**config.mk**
```make
export PLATFORM = sky130hd
export DESIGN_NAME = smt_issue_alloc
export DESIGN_NICKNAME = d
export VERILOG_FILES = /design/src/rtl/smt_alloc_pkg.sv /design/src/rtl/alloc_req_stage.sv /design/src/rtl/alloc_rr_pointer.sv /design/src/rtl/alloc_core.sv /design/src/rtl/alloc_grant_reg.sv /design/src/rtl/smt_issue_alloc.sv
export SDC_FILE = /design/constraint.sdc
export NUM_CORES = 2
export LEC_CHECK = 0
export BUFFER_PORTS_ARGS = -buffer_cell sky130_fd_sc_hd__buf_2
export CORE_ASPECT_RATIO = 1.1
export CORE_MARGIN = 10
export CORE_UTILIZATION = 55
export DETAILED_ROUTE_END_ITERATION = 10
export PLACE_DENSITY = 0.83
export SLEW_MARGIN = 5
export SYNTH_ARGS = -nofsm -noshare
export SYNTH_HDL_FRONTEND = slang
export SYNTH_SLANG_ARGS = --single-unit
```
**constraint.sdc**
```tcl
create_clock -name clk -period 35.2 [get_ports clk]
set_input_delay 1.76 -clock clk [delete_from_list [all_inputs] [get_ports clk]]
set_output_delay 1.76 -clock clk [all_outputs]
set_load 0.005 [all_outputs]
```
**src/rtl/smt_alloc_pkg.sv**
```systemverilog
package smt_alloc_pkg;

  typedef enum logic [1:0] {
    UCLS_INT = 2'd0,
    UCLS_FP  = 2'd1,
    UCLS_LS  = 2'd2,
    UCLS_RSV = 2'd3
  } ucls_e;

  // Translate the cap code into an instruction limit, bounded by the width.
  function automatic int cap_limit(input logic [1:0] code, input int maxw);
    int c;
    case (code)
      2'd0:    c = maxw;
      2'd1:    c = 4;
      2'd2:    c = 2;
      default: c = 1;
    endcase
    if (c > maxw) c = maxw;
    return c;
  endfunction

endpackage

```
**src/rtl/alloc_req_stage.sv**
```systemverilog
module alloc_req_stage #(
  parameter int NTHR   = 8,
  parameter int MAXREQ = 8,
  parameter int CW     = 4
) (
  input  logic                     clk,
  input  logic                     rst,
  input  logic [NTHR*CW-1:0]       cnt_i,
  input  logic [NTHR*MAXREQ*2-1:0] cls_i,
  input  logic [1:0]               cap_i,
  input  logic                     lim_i,
  input  logic                     fg_i,
  output logic [NTHR*CW-1:0]       cnt_q,
  output logic [NTHR*MAXREQ*2-1:0] cls_q,
  output logic [1:0]               cap_q,
  output logic                     lim_q,
  output logic                     fg_q
);

  always_ff @(posedge clk) begin
    if (rst) begin
      cnt_q <= '0;
      cls_q <= '0;
      cap_q <= '0;
      lim_q <= 1'b0;
      fg_q  <= 1'b0;
    end else begin
      cnt_q <= cnt_i;
      cls_q <= cls_i;
      cap_q <= cap_i;
      lim_q <= lim_i;
      fg_q  <= fg_i;
    end
  end

endmodule

```
**src/rtl/alloc_rr_pointer.sv**
```systemverilog
module alloc_rr_pointer #(
  parameter int NTHR = 8,
  localparam int TW  = (NTHR > 1) ? $clog2(NTHR) : 1
) (
  input  logic          clk,
  input  logic          rst,
  input  logic          adv_i,
  output logic [TW-1:0] ptr_o
);

  always_ff @(posedge clk) begin
    if (rst) begin
      ptr_o <= '0;
    end else if (adv_i) begin
      if (int'(ptr_o) == NTHR - 1) ptr_o <= '0;
      else                         ptr_o <= ptr_o + 1'b1;
    end
  end

endmodule

```
**src/rtl/alloc_core.sv**
```systemverilog
module alloc_core
  import smt_alloc_pkg::*;
#(
  parameter int NTHR   = 8,
  parameter int NINT   = 4,
  parameter int NFP    = 2,
  parameter int NLS    = 2,
  localparam int NSLOT  = NINT + NFP + NLS,
  localparam int MAXREQ = NSLOT,
  localparam int TW     = (NTHR > 1) ? $clog2(NTHR) : 1,
  localparam int CW     = $clog2(MAXREQ + 1)
) (
  input  logic [NTHR*CW-1:0]       cnt_i,
  input  logic [NTHR*MAXREQ*2-1:0] cls_i,
  input  logic [1:0]               cap_i,
  input  logic                     lim_i,
  input  logic                     fg_i,
  input  logic [TW-1:0]            ptr_i,
  output logic [NSLOT-1:0]         vld_o,
  output logic [NSLOT*TW-1:0]      thr_o,
  output logic [NTHR*CW-1:0]       cnt_o
);

  // Class served by slot s: integer slots first, then FP, then load/store.
  function automatic logic [1:0] slot_class(input int s);
    if (s < NINT)            return UCLS_INT;
    else if (s < NINT + NFP) return UCLS_FP;
    else                     return UCLS_LS;
  endfunction

  function automatic logic slot_ok(input int s, input int t,
                                   input logic [1:0] c, input logic lim);
    logic ok;
    ok = (c != UCLS_RSV) && (c == slot_class(s));
    if (lim && (s < NINT) && ((t / 2) != s)) ok = 1'b0;
    return ok;
  endfunction

  logic [NSLOT-1:0] busy;
  int               capv;
  int               want;
  int               got;
  logic             halt;
  logic             hit;
  logic [1:0]       cur_cls;

  always_comb begin
    busy    = '0;
    vld_o   = '0;
    thr_o   = '0;
    cnt_o   = '0;
    want    = 0;
    got     = 0;
    halt    = 1'b0;
    hit     = 1'b0;
    cur_cls = '0;
    capv    = cap_limit(cap_i, MAXREQ);
    for (int t = 0; t < NTHR; t++) begin
      want = int'(cnt_i[t*CW +: CW]);
      if (want > MAXREQ) want = MAXREQ;
      if (want > capv)   want = capv;
      if (fg_i && (t != int'(ptr_i))) want = 0;
      got  = 0;
      halt = 1'b0;
      for (int i = 0; i < MAXREQ; i++) begin
        if (!halt && (i < want)) begin
          cur_cls = cls_i[(t*MAXREQ + i)*2 +: 2];
          hit     = 1'b0;
          for (int s = 0; s < NSLOT; s++) begin
            if (!hit && !busy[s] && slot_ok(s, t, cur_cls, lim_i)) begin
              busy[s]           = 1'b1;
              vld_o[s]          = 1'b1;
              thr_o[s*TW +: TW] = TW'(t);
              hit               = 1'b1;
            end
          end
          if (hit) got = got + 1;
          else     halt = 1'b1;
        end
      end
      cnt_o[t*CW +: CW] = CW'(got);
    end
  end

endmodule

```
**src/rtl/alloc_grant_reg.sv**
```systemverilog
module alloc_grant_reg #(
  parameter int NSLOT = 8,
  parameter int NTHR  = 8,
  parameter int TW    = 3,
  parameter int CW    = 4
) (
  input  logic                clk,
  input  logic                rst,
  input  logic [NSLOT-1:0]    vld_d,
  input  logic [NSLOT*TW-1:0] thr_d,
  input  logic [NTHR*CW-1:0]  cnt_d,
  output logic [NSLOT-1:0]    vld_q,
  output logic [NSLOT*TW-1:0] thr_q,
  output logic [NTHR*CW-1:0]  cnt_q
);

  always_ff @(posedge clk) begin
    if (rst) begin
      vld_q <= '0;
      thr_q <= '0;
      cnt_q <= '0;
    end else begin
      vld_q <= vld_d;
      thr_q <= thr_d;
      cnt_q <= cnt_d;
    end
  end

endmodule

```
**src/rtl/smt_issue_alloc.sv**
```systemverilog
module smt_issue_alloc
  import smt_alloc_pkg::*;
#(
  parameter int NTHR = 8,
  parameter int NINT = 4,
  parameter int NFP  = 2,
  parameter int NLS  = 2,
  localparam int NSLOT  = NINT + NFP + NLS,
  localparam int MAXREQ = NSLOT,
  localparam int TW     = (NTHR > 1) ? $clog2(NTHR) : 1,
  localparam int CW     = $clog2(MAXREQ + 1)
) (
  input  logic                     clk,
  input  logic                     rst,
  input  logic [NTHR*CW-1:0]       req_cnt_i,
  input  logic [NTHR*MAXREQ*2-1:0] req_cls_i,
  input  logic [1:0]               cap_mode_i,
  input  logic                     lim_mode_i,
  input  logic                     fg_mode_i,
  output logic [NSLOT-1:0]         slot_vld_o,
  output logic [NSLOT*TW-1:0]      slot_thr_o,
  output logic [NTHR*CW-1:0]       thr_cnt_o
);

  logic [NTHR*CW-1:0]       cnt_q;
  logic [NTHR*MAXREQ*2-1:0] cls_q;
  logic [1:0]               cap_q;
  logic                     lim_q;
  logic                     fg_q;
  logic [TW-1:0]            ptr;
  logic [NSLOT-1:0]         vld_d;
  logic [NSLOT*TW-1:0]      thr_d;
  logic [NTHR*CW-1:0]       cnt_d;

  alloc_req_stage #(.NTHR(NTHR), .MAXREQ(MAXREQ), .CW(CW)) u_req (
    .clk(clk), .rst(rst),
    .cnt_i(req_cnt_i), .cls_i(req_cls_i), .cap_i(cap_mode_i),
    .lim_i(lim_mode_i), .fg_i(fg_mode_i),
    .cnt_q(cnt_q), .cls_q(cls_q), .cap_q(cap_q), .lim_q(lim_q), .fg_q(fg_q)
  );

  alloc_rr_pointer #(.NTHR(NTHR)) u_ptr (
    .clk(clk), .rst(rst), .adv_i(fg_q), .ptr_o(ptr)
  );

  alloc_core #(.NTHR(NTHR), .NINT(NINT), .NFP(NFP), .NLS(NLS)) u_core (
    .cnt_i(cnt_q), .cls_i(cls_q), .cap_i(cap_q), .lim_i(lim_q),
    .fg_i(fg_q), .ptr_i(ptr),
    .vld_o(vld_d), .thr_o(thr_d), .cnt_o(cnt_d)
  );

  alloc_grant_reg #(.NSLOT(NSLOT), .NTHR(NTHR), .TW(TW), .CW(CW)) u_gnt (
    .clk(clk), .rst(rst),
    .vld_d(vld_d), .thr_d(thr_d), .cnt_d(cnt_d),
    .vld_q(slot_vld_o), .thr_q(slot_thr_o), .cnt_q(thr_cnt_o)
  );

  // Checks on the registered grants against the sampled controls.
  int              cap_now;
  int              tally;
  logic [NTHR-1:0] nz;

  assign cap_now = cap_limit(cap_q, MAXREQ);

  always_comb begin
    tally = 0;
    for (int t = 0; t < NTHR; t++) begin
      tally = tally + int'(thr_cnt_o[t*CW +: CW]);
      nz[t] = |thr_cnt_o[t*CW +: CW];
    end
  end

  p_reset_clear_r1: assert property (@(posedge clk)
    $past(rst) |-> (slot_vld_o == '0 && thr_cnt_o == '0 && slot_thr_o == '0));

  p_tally_r11: assert property (@(posedge clk) disable iff (rst)
    tally == $countones(slot_vld_o));

  p_single_thread_r10: assert property (@(posedge clk) disable iff (rst)
    $past(fg_q) |-> $onehot0(nz));

  generate
    for (genvar t = 0; t < NTHR; t++) begin : g_thr_chk
      p_cap_bound_r6: assert property (@(posedge clk) disable iff (rst)
        int'(thr_cnt_o[t*CW +: CW]) <= $past(cap_now));
    end
    for (genvar s = 0; s < NSLOT; s++) begin : g_slot_chk
      p_idle_owner_r11: assert property (@(posedge clk) disable iff (rst)
        !slot_vld_o[s] |-> (slot_thr_o[s*TW +: TW] == '0));
    end
    for (genvar k = 0; k < NINT; k++) begin : g_pair_chk
      p_pair_bind_r9: assert property (@(posedge clk) disable iff (rst)
        ($past(lim_q) && slot_vld_o[k]) |-> (int'(slot_thr_o[k*TW +: TW]) / 2 == k));
    end
  endgenerate

endmodule

```
Word level (Yosys, flattened, before mapping)
Cells that the tools add are included.
W data, S select, Z words.
{"block": "op_classes", "n_addsub": 57, "n_mul": 0, "n_div": 0, "magnitude_cmp": 81, "eq_ne": 266, "shifts": 0, "n_mux": 2690, "bitwise": 0, "n_reduce_logical": 2218}
{"op": "$mux W1", "n": 1799}
{"op": "$mux W24", "n": 56}
{"op": "$mux W3", "n": 441}
{"op": "$logic_and A1 B1 Y1", "n": 1208}
{"op": "$lt A4 B32 Y1 const A", "n": 32}
{"op": "$logic_not A1 Y1", "n": 1008}
{"op": "$mux W32", "n": 17}
{"op": "$lt A3 B32 Y1 const A", "n": 16}
{"op": "$mux W8", "n": 64}
{"op": "$mux W4", "n": 120}
{"op": "$eq A2 B2 Y1", "n": 192}
{"op": "$mux W2", "n": 192}
{"op": "$gt A5 B32 Y1", "n": 8}
{"op": "$lt A1 B32 Y1 const A", "n": 8}
{"op": "$lt A2 B32 Y1 const A", "n": 8}
{"op": "$add A4 B2 Y4 const B", "n": 48}
{"op": "$ne A2 B2 Y1 const B", "n": 64}
{"op": "$gt A32 B5 Y1 const B", "n": 1}
{"op": "$gt A4 B4 Y1 const B", "n": 8}
{"op": "$add A1 B1 Y2 const B", "n": 8}
{"op": "$ne A3 B3 Y1 const A", "n": 4}
{"op": "$pmux W4 S3", "n": 1}
{"op": "$ne A2 B3 Y1 const A", "n": 2}
{"op": "$add A3 B1 Y3 const B", "n": 1}
{"op": "other kinds (6)", "n": 6}
{"block": "word_totals", "register_bits": 231, "latch_bits": 0, "ram_bits": 0, "mem_bits_ro": 0, "input_bits": 166, "out_inout_bits": 64, "elab_cells": 5321, "mem_count": 0}

Depth between registers and ports, before layout
{"block": "logic_depth", "ltp_word": 2920, "ltp_mapped": 123, "depth_no_buf": 97}

Hierarchy
Synthesis repeated with hierarchy kept, for this count alone.
{"block": "hier_totals", "hier_cells": 4088, "hier_area_um2": 30125.1}
{"mod": "alloc_core", "n_inst": 1, "cells_per_inst": 3594, "area_per_inst_um2": 23666.4, "seq_area_each_um2": 0.0}
{"mod": "alloc_req_stage", "n_inst": 1, "cells_per_inst": 346, "area_per_inst_um2": 4399.2, "seq_area_each_um2": 3283.1}
{"mod": "alloc_grant_reg", "n_inst": 1, "cells_per_inst": 135, "area_per_inst_um2": 1918.1, "seq_area_each_um2": 1281.2}
{"mod": "alloc_rr_pointer", "n_inst": 1, "cells_per_inst": 13, "area_per_inst_um2": 141.4, "seq_area_each_um2": 60.1}

Least setup slack after synthesis
No wires, ideal clock.
{"block": "synth_path", "path_kind": "flip-flop to flip-flop", "from": "register u_req.cap_q[1]", "to": "register u_gnt.cnt_q[31]", "setup_ps": 70, "t_arrival_ps": 28142, "t_required_ps": 35130, "setup_slack_ps": 6988, "path_stages_with_launch": 110, "path_buffers": 13, "period_less_slack_ps": 28212, "path_cell_list": "dfxtp_1 > clkbuf_1 > nor2_1 > clkinv_1 > ha_1 > and4_1 > buf_4 > a22oi_2 > o21ai_2 > or3b_4 > o311a_1 > and4b_1 > buf_4 > nor2_2 > o21ai_1 > buf_2 > o21a_2 > a311oi_4 > [... 74 more ...] > maj3_2 > a2111oi_1 > o41ai_1 > a2111oi_1 > o221ai_1 > a21oi_1 > o221ai_1 > and2_1 > buf_4 > nand2b_1 > xor2_1 > inv_1 > ha_1 > mux2_2 > ha_1 > mux2_2 > a311o_1 > a21oi_1"}
{"element": "start, declared", "line": "alloc_req_stage.sv:15", "rtl": "output logic [1:0] cap_q,"}
{"element": "start signal, assigned", "line": "alloc_req_stage.sv:30", "rtl": "cap_q <= cap_i;"}
{"element": "end signal, assigned", "line": "alloc_grant_reg.sv:25", "rtl": "cnt_q <= cnt_d;"}
{"element": "end, declared", "line": "alloc_grant_reg.sv:14", "rtl": "output logic [NTHR*CW-1:0] cnt_q"}

==> reports/results.tsv <==
stage	metric	value	unit
status	status	complete, no violations	
sta	max_freq	29.91	MHz
worst_setup_path	required	35.75	ns
final_layout	multiInputGateArea	0.02461	mm²
power	powerDensity	76.81	mW/mm²
sta	setup-violations-final	0	
sta	fin_worst_skew	0.01660	ns
synth	synthFlopType	dfxtp_1	
route	viasPerCell	6.848	
final_layout	fin_util	66.53	%
sta	maxSlewViolCount	0	
floorplan	num_rows	90	
worst_setup_path	cp-end-kind	flip-flop	
route	drt_iter0_drc	4812	
worst_setup_path	start_kind	flip-flop	
grt	grt_pass1_wl	203.9	mm
route	drc	0	
place	gp_congestion	1.071	
floorplan	fp.dieArea	0.06518	mm²
clock_tree	clk_path_buf_depth	3	
clock_tree	cts-root-buf	clkbuf_16	
route	wl	133.8	mm
sta	relSlewSlack	5.937	%
place	place_inst	5494	
synth	yosysSeqAreaShare	15.19	%
clock_tree	path_clk_slew	0.07	ns
final_layout	layout_common_cells	buf_4 (502), nor2_1 (447), nand2_1 (383), nor2b_1 (249), dfxtp_1 (230)	
grt	gr-total-overflow	0	
sta	fin_crit_sh	94.97	%
final_layout	layout-drive-gt1-share	22.11	%
route	wl_per_cell	24.13	µm
place	place_hpwl	108.4	mm
grt	grt_max_degree	144	
route	ant_nets	0	
worst_setup_path	cpLargestDelayFamily	compound AO/OA/AOI/OAI gates	
worst_setup_path	cpPeakStageDelay	0.68	ns
grt	antenna_found_initial	4	
clock_tree	clock-sinks	231	
synth	async_flop_share	0	%
worst_setup_path	crit_buf_inv	13	
clock_tree	clk-insertion-delay-late	0.61	ns
worst_setup_path	path_common_cell	buf_4	
clock_tree	cts_tree	built	
synth	netlist_area	0.03045	mm²
clock_tree	cts_made_buffers	28	
final_layout	num-fill-cells	4857	
final_layout	finalNetCount	5047	
place	portBuffers	229	
worst_hold_path	hold_path_class	flip-flop to flip-flop	
synth	synth_warnings	0	
synth	synth_top_area_share	15.19	%
final_layout	area_growth	19.84	%
sta	tns	0	ns
synth	synth.largest_area_cell	dfxtp_1	
clock_tree	h-tree-depth	1	
final_layout	final_common_cell	buf_4	
worst_setup_path	cp_max_fo	15	
worst_setup_path	crit_arrival	33.98	ns
sta	grt_setup_unrepaired	false	
sta	fin_crit	33.43	ns
power	p_leak	0.01482	µW
grt	track_usage	38.63	%
final_layout	register_area	0.004628	mm²
grt	first_global_vias	35920	
sta	hold_viol_final	0	
floorplan	chipWidth	244.3	µm
floorplan	fp.coreArea	0.05484	mm²
synth	ys_top_cells_by_area	dfxtp_1 (15%), nor2_1 (5.5%), nor2b_1 (5.1%)	
floorplan	die_y	266.8	µm
synth	syn_avg_cell_area	7.321	µm²
synth	synth_edf_count	0	
final_layout	layout.cells.non_filler	5545	
power	ir_drop	66.84	µV
synth	syn_inst	4159	
synth	yosys.cell_types.count	153	
floorplan	io_pins	230	
worst_setup_path	crit_slowest_cell	a2111oi_2	
route	vias	37970	
route	drt_first_pass_iters	9	
floorplan	start_util	55.52	%
sta	worstMarginPinSlew	1.396	ns
flow_run	drv_cap	0	
worst_setup_path	criticalPathCategory	flip-flop to flip-flop	
synth	ys_ff_latch	231	
synth	syn_nets	4418	
clock_tree	postCtsHoldBufs	0	
cell usage after synthesis, drive strengths merged (26+ instances only):
cell / number
mux2: 37
nand3: 129
o21ai: 255
o21a: 43
or3: 59
a211oi: 75
buf: 80
a21boi: 29
nor2: 452
a211o: 34
or2: 61
a2111oi: 43
and2: 74
a31oi: 93
and3: 62
a21oi: 224
nand2b: 84
o211ai: 68
xnor2: 89
dfxtp: 231
o221ai: 26
nand2: 389
o22ai: 26
o311ai: 31
ha: 93
nor2b: 249
nor4: 43
o31ai: 47
a311oi: 32
nand4: 57
clkbuf: 51
nor3: 147
inv: 113
a21o: 37
xor2: 27
and2b: 29
report_power, final:
part,switching (µW),internal (µW),leakage [µW],total (µW)
clock,133,182,0.000476,314
sequential,22.6,292,0.00192,315
combinational,1310,861,0.0124,2170
total,1470,1330,0.0148,2800
through the flow:
step	area, µm²	total power [µW]	hold slack [ns]	worst slack [ns]
after detailed placement	35480	2400	0.5652	2.192
after global placement	35480	2381	0.5405	2.661
after global routing	36490	2954	0.6252	0.1204
final	36490	2803	0.5790	1.770
after floorplan	30450	1585	0.5137	6.988
after CTS	36460	2726	0.5740	1.903
state kept, by name (all words and copies together), names as in the netlist:
signal	flops
u_gnt.cnt_q	32
u_gnt.thr_q	24
u_gnt.vld_q	8
u_ptr.ptr_o	3
u_req.cap_q	2
u_req.cls_q	128
u_req.cnt_q	32
u_req.fg_q	1
u_req.lim_q	1
path summary, 6_finish.rpt:
check | from | cells past startpoint | slack [ns] | endpoint
min | u_ptr.ptr_o[1]$_SDFFE_PP0P_ | 2 | 0.58 | u_ptr.ptr_o[1]$_SDFFE_PP0P_
max reg2reg | u_req.cap_q[1]$_SDFF_PP0_ | 107 | 1.77 | u_gnt.cnt_q[30]$_SDFF_PP0_
min reg2reg | u_ptr.ptr_o[1]$_SDFFE_PP0P_ | 2 | 0.58 | u_ptr.ptr_o[1]$_SDFFE_PP0P_
max | u_req.cap_q[1]$_SDFF_PP0_ | 107 | 1.77 | u_gnt.cnt_q[30]$_SDFF_PP0_
area by class of cell:
cell class                 count  area share, %
timing repair buffer         731          13.49
sequential                   231          12.68
multi-input combinational   3681          67.44
tap                          736          2.524
clock buffer                  35          2.160
antenna                        1       0.006858
clock inverter                15         0.5041
inverter                     115          1.183
worst min-delay path, cell delays in order, from the launching register on:
cell,delay [ns]
dfxtp_1,0.35
mux2i_1,0.13
nor2_1,0.05
kinds of logic after synthesis:
kind of cell | after synthesis | synth area share, %
flops | 231 | 15.19
simple gates | 1989 | 34.96
mux | 56 | 1.993
fa+ha+maj | 117 | 4.623
xor+xnor | 116 | 3.337
buf+inv | 247 | 4.089
compound gates | 1403 | 35.81
per-layer routing:
layer / wire [µm] / track usage, %
met3: 14630 / 8.628
met2: 58330 / 60.83
met4: 9052 / 23.98
met5: 34 / 0
met1: 51750 / 47.24
what timing repair did:
item | CTS | global route
buffers inserted | 0 | 0
setup endpoints to repair | 0 | 30
resized for setup | 0 | 7
endpoints found under the hold margin | 0 | 0
(Power assumes the default switching activity.)
